--- config.mk ---
export PLATFORM = sky130hd
export DESIGN_NAME = jdecade_ctr
export DESIGN_NICKNAME = d
export VERILOG_FILES = /design/src/rtl/jdecade_ctr.sv
export SDC_FILE = /design/constraint.sdc
export NUM_CORES = 1
export LEC_CHECK = 0
export BUFFER_PORTS_ARGS = -buffer_cell sky130_fd_sc_hd__buf_4
export CORE_ASPECT_RATIO = 1.4
export CORE_MARGIN = 5
export CORE_UTILIZATION = 40
export DETAILED_ROUTE_END_ITERATION = 12
export HOLD_SLACK_MARGIN = 0.05
export PLACE_DENSITY = 0.69
export SYNTH_ARGS = -nofsm -noshare
export SYNTH_HDL_FRONTEND = slang
export SYNTH_SLANG_ARGS = --single-unit
--- constraint.sdc ---
create_clock -name clk -period 1.5 [get_ports clk]
set_input_delay 0.3 -clock clk [delete_from_list [all_inputs] [get_ports clk]]
set_output_delay 0.3 -clock clk [all_outputs]
set_load 0.02 [all_outputs]
--- src/rtl/jdecade_ctr.sv ---
module jdecade_ctr #(
  parameter int SYNC_STAGES = 2
) (
  input  logic       clk,
  input  logic       clr,
  input  logic       rise_in,
  input  logic       fall_in,
  output logic [9:0] dec,
  output logic       carry_n
);
  localparam int RW = 5;

  logic [1:0]             clr_sync;
  logic                   rst;
  logic [SYNC_STAGES-1:0] rs, fs;
  logic                   r_prev, f_prev;
  logic                   r_s, f_s;
  logic                   adv, legal;
  logic [RW-1:0]          ring, ring_nxt;
  logic [RW-2:0]          diff;

  function automatic logic [9:0] decode(input logic [RW-1:0] q);
    logic [9:0] d;
    d[0] = ~q[4] & ~q[0];
    d[5] =  q[4] &  q[0];
    for (int k = 1; k < 5; k++) begin
      d[k]   =  q[k-1] & ~q[k];
      d[k+5] = ~q[k-1] &  q[k];
    end
    return d;
  endfunction

  always_ff @(posedge clk or posedge clr)
    if (clr) clr_sync <= 2'b11;
    else     clr_sync <= {clr_sync[0], 1'b0};

  assign rst = clr_sync[1];

  always_ff @(posedge clk or posedge rst)
    if (rst) begin
      rs     <= '1;
      r_prev <= 1'b1;
      fs     <= '0;
      f_prev <= 1'b0;
    end else begin
      rs     <= {rs[SYNC_STAGES-2:0], rise_in};
      fs     <= {fs[SYNC_STAGES-2:0], fall_in};
      r_prev <= r_s;
      f_prev <= f_s;
    end

  assign r_s = rs[SYNC_STAGES-1];
  assign f_s = fs[SYNC_STAGES-1];

  assign adv   = (r_s & ~r_prev & ~f_s) | (f_prev & ~f_s & r_s);
  assign diff  = ring[RW-1:1] ^ ring[RW-2:0];
  assign legal = (diff & (diff - 1'b1)) == '0;

  assign ring_nxt = !adv  ? ring :
                    legal ? {ring[RW-2:0], ~ring[RW-1]} : '0;

  always_ff @(posedge clk or posedge rst)
    if (rst) begin
      ring    <= '0;
      dec     <= 10'd1;
      carry_n <= 1'b1;
    end else begin
      ring    <= ring_nxt;
      dec     <= decode(ring_nxt);
      carry_n <= ~ring_nxt[RW-1];
    end
endmodule


After elaboration in Yosys (flattened, before gate mapping) --
Index checks and enable logic that the tools add are counted.
Storage, ports and cells: flip-flop bits (word level) 24, output and inout port bits 11, logic and storage cells 37, input port bits 4
Operators by class: reductions and logical operators 1, mux-type cells 2, bitwise operators 25, add/subtract/negate cells 1
Operators with widths (number):
- 1-bit bitwise AND | 14
- 5-bit two-way mux | 2
- 1-bit NOT | 8
- 4-bit bitwise AND | 1
- 4-bit zero test | 1
- 4-bit by 1-bit subtractor with 4-bit output (second input constant) | 1
- 4-bit bitwise XOR | 1
- 1-bit bitwise OR | 1

Longest topological paths before layout --
depth after elaboration 8, mapped depth 5, depth with buffers taken out 3

Worst setup path after synthesis --
OpenSTA, ideal clock, no wires.
kind register to register, start point reg rs[1], end point reg ring[1], clock period less this slack 1.319 ns, path slack 0.181 ns, arrival 1.236 ns, cell stages (with the launch flop) 4, data required time 1.418 ns, buffers on the path 0, library setup time 0.082 ns, path through dfstp_2 > nand2b_4 > or4_4 > o22ai_1
Between the ends: word-level cells in the longest chain between the ends 4, elaborated cells on any way between the ends 5, classes of those cells 1 x mux; 4 x bitwise
Ends and longest elaborated chain:
- from (decl) | line 15 | logic [SYNC_STAGES-1:0] rs, fs;
- from (signal assigned) | line 46 | rs <= {rs[SYNC_STAGES-2:0], rise_in};
- 1-bit bitwise AND (2 in series) | line 55 | assign adv = (r_s & ~r_prev & ~f_s) | (f_prev & ~f_s & r_s);
- 1-bit bitwise OR (*) | line 55
- 5-bit two-way mux (*) | line 59 | assign ring_nxt = !adv ? ring :
- via ring_nxt[1] | line 19 | logic [RW-1:0] ring, ring_nxt;
- to (signal assigned) | line 68 | ring <= ring_nxt;
- to (decl) | line 19
Mark *: on every way through the listed nets, which the timed path passes. The rest lies on a longest branch.

Worst setup path in the final report --
start point reg r_prev, end point reg dec[0]
Between the ends: word-level cells in the longest chain between the ends 7, elaborated cells on any way between the ends 8, classes of those cells 1 x mux; 7 x bitwise
Ends and longest elaborated chain:
- from (decl) | line 16 | logic r_prev, f_prev;
- from (signal assigned) | line 48 | r_prev <= r_s;
- 1-bit NOT (*) | line 55
- 1-bit bitwise AND (*) (2 in series) | line 55
- 1-bit bitwise OR (*) | line 55
- 5-bit two-way mux (*) | line 59
- 1-bit NOT | line 24 | d[0] = ~q[4] & ~q[0];
- 1-bit bitwise AND (*) | line 24
- to (signal assigned) | line 69 | dec <= decode(ring_nxt);
- to (decl) | line 8 | output logic [9:0] dec,
Mark *: on every way between the ends. The rest lies on a longest branch, timed or not.

==> flow_metrics.tcl <==
set metrics [dict create \
    status "finished clean" \
    report.final.setup_viol 0 \
    cts-buffers-inserted 3 \
    syn-cell-area_um2 1112 \
    worst-setup-path-type "register to register" \
    grt_setup_unrepaired "false" \
    rrSetupSlack_ns 0.08 \
    finalSetupTns_ns 0 \
    vert_die_dim_um 72.40 \
    total_number_of_placement_rows 22 \
    clock_power_share_pct 16.7 \
    largest_net_degree_at_the_start_of_global_routing 23 \
    netlist.area_leader.share_pct 38.25 \
    finish.utilization_pct 51.33 \
    globalRouteOverflowTotal 0 \
    dr_total_vias 897 \
    synthesis.area_per_instance_um2 10.59 \
    ys_types 37 \
    cap_viol_max_count 0 \
    detail_route.drc_violations 0 \
    final_weighted_congestion_in_routability_driven_placement 0.8655 \
    drt-total-wl_um 2338 \
    clk_latency_ns 0.30 \
    static-leakage-power_nw 0.6074 \
    yosys.area.top_type "sky130_fd_sc_hd__dfrtp_1" \
    ctsHoldBuffers 1 \
    design.portCount 15 \
    design.core.area_um2 2643 \
    peak_ir_drop_on_the_vdd_network_v 0.001040 \
    min_path_type "input pin to register" \
    seq_power_share_pct 45.6 \
    synth.ff_latch_count 24 \
    clock_sink_count 24 \
    max_slew.worst_pin.slew_ns 0.5921 \
    slew_violations 0 \
    met3_wirelength_um 136 \
    min_period_ns 1.423 \
    grt_pass1_wl_um 4071 \
    cts.repair_timing.setup_buffer_count 0 \
    netlist_top_cells_area "sky130_fd_sc_hd__dfrtp_1, sky130_fd_sc_hd__dfstp_2, sky130_fd_sc_hd__nand4_1, sky130_fd_sc_hd__a21oi_1, sky130_fd_sc_hd__o21ai_0" \
    timing.final.hold_violations 0 \
    dr.max_layer_used "met4" \
    bufs_on_longest_clock_path 2 \
    tritoncts "yes" \
    cp_max_fo 15 \
    cts.htree.levels 1 \
    post_cts.resized_instances 0 \
    cts-root-buf "sky130_fd_sc_hd__clkbuf_4" \
    cp-start-kind "register" \
    post_synthesis_instance_total 105 \
    post_drt_via_cell_ratio 5.571 \
    sw_frac_of_total_pct 35.81 \
    drtPass1Iterations 4 \
    combinational_share_of_power_pct 37.7 \
    m1WireLength_um 937 \
    place_hpwl_um 1604 \
    port_buffers 14 \
    drtAntennaViolNets 0 \
    antenna_cells_inserted 0 \
    maximum_clock_frequency_mhz 702.5 \
    clk_pin_slew_worst_paths_ns 0.12 \
    skew_ns 0.001918 \
    initial_utilization_pct 42.09 \
    yosysWarningCount 0 \
    synth-seq-area-share_pct 54.78 \
    critical_path.endpoint_type "register" \
    worstPathRequired_ns 1.75 \
    power_per_cell_area_nw_per_um2 1456 \
    design.die.area_um2 3950 \
    worst-endpoint-arrival_ns 1.68 \
    fin_crit_sh_pct 94.90 \
    relSlewSlack_pct 60.52 \
    grt_util_all_layers_pct 13.94 \
    syn2layout_area_growth_pct 21.93 \
    power.switching_w 0.0007073 \
    die_x_um 54.57 \
    detailroute.wirelength.met2_um 1232 \
    final_routed_wire_length_divided_by_cell_count_um 14.52 \
    first_iter_violations 40 \
    cellInternalPower_w 0.001268 \
    final_nets 130 \
    post_route_cells_drive_above_1_share_pct 31.20 \
    first_global_vias 859 \
    synthesis.nets 109 \
    report.power.total_w 0.001975 \
    antenna_found_initial 0 \
]
-- registers in the layout (all words and copies together) (netlist names) --
signal	count
dec	10
clr_sync	2
fs	2
f_prev	1
ring	5
r_prev	1
rs	2
carry_n	1
-- final timing paths --
check,from,to,cells past startpoint
min in group asynchronous,clr_sync[1],ring[0],2
setup reg to reg,r_prev,dec[0],3
hold / removal,rise_in,rs[0],1
setup / recovery,r_prev,dec[0],3
hold reg to reg,clr_sync[1],ring[0],2
max in group asynchronous,clr,clr_sync[0],3
-- final cells by class --
cell class                 count  area (um2)
fill                         255        1286
tap                           36       45.04
multi-input combinational     66       436.7
clock buffer                   4       36.28
sequential                    24       609.3
inverter                       5       18.77
timing repair buffer          26       210.2
-- per-layer routing --
layer | GRT usage, % | vias up
met5 | 0 | -
met4 | 7.479 | 0
met3 | 2.875 | 4
met2 | 21.84 | 34
met1 | 17.49 | 436
li1 | - | 423
-- power by group through the flow --
stage	clock, W	sequential (W)	combinational [W]
global route	0.000388	0.000917	0.000814
floorplan	0	0.000950	0.000424
finish	0.000330	0.000901	0.000745
detailed placement	0	0.000910	0.000738
CTS	0.000350	0.000899	0.000747
global placement	0	0.000904	0.000725
-- worst max-delay path: stages, from the launching register on --
cell	delay [ns]
sky130_fd_sc_hd__dfstp_2	0.55
sky130_fd_sc_hd__nand2b_1	0.32
sky130_fd_sc_hd__a31oi_1	0.30
sky130_fd_sc_hd__o221a_1	0.21
-- synthesized netlist by cell type (all sizes together) --
master   number
a21boi        2
o21ai         7
nor3b         3
nor3          2
nand3         4
o32ai         1
a21o          1
dfrtp        17
o22ai         1
conb          1
or4           1
nor2b         2
inv           5
o221a         1
nor4          1
and3b         3
buf           6
nand4        10
a21oi         7
and3          1
o2bb2ai       1
nor2          1
and4          1
and2b         1
a311oi        1
dfstp         7
o21a          1
o2111ai       1
nand2         1
nand2b        5
a31oi         2
clkbuf        4
o211ai        3
-- stage by stage --
stage	area, um2	hold slack [ns]	cells	setup WS [ns]
2_1_floorplan	1112	0.2115	105	0.1812
3_3_place_gp	1310	0.2787	156	0.1627
3_5_place_dp	1310	0.2864	156	0.1282
4_1_cts	1356	0.07414	161	0.09887
5_1_grt	1356	0.05061	161	0.003986
6_report	1356	0.08727	161	0.07652
-- placed cells by master (no fill, tap or decap), types with 2 or more instances in the layout --
master,n
sky130_fd_sc_hd__o211ai_1,2
sky130_fd_sc_hd__nor3_1,2
sky130_fd_sc_hd__a31oi_1,2
sky130_fd_sc_hd__nand2b_1,4
sky130_fd_sc_hd__a21oi_1,7
sky130_fd_sc_hd__nor2b_1,2
sky130_fd_sc_hd__and3b_1,3
sky130_fd_sc_hd__clkbuf_4,3
sky130_fd_sc_hd__o21ai_0,6
sky130_fd_sc_hd__dfrtp_1,17
sky130_fd_sc_hd__nand4_1,10
sky130_fd_sc_hd__a21boi_1,2
sky130_fd_sc_hd__nor3b_1,3
sky130_fd_sc_hd__nand3_1,4
sky130_fd_sc_hd__buf_4,24
sky130_fd_sc_hd__dfstp_2,7
sky130_fd_sc_hd__inv_1,5
-- cells by family (layout without fill, tap and decap cells) --
kind of cell,after synthesis,count (layout),synth area share [%]
AO/OA/AOI/OAI,29,29,17.32
buffers and inverters,15,35,5.961
flip-flops,24,24,54.78
other,1,1,0.3371
AND/OR/NAND/NOR,36,36,21.60
Note: power is estimated with default switching activity, not from simulation.
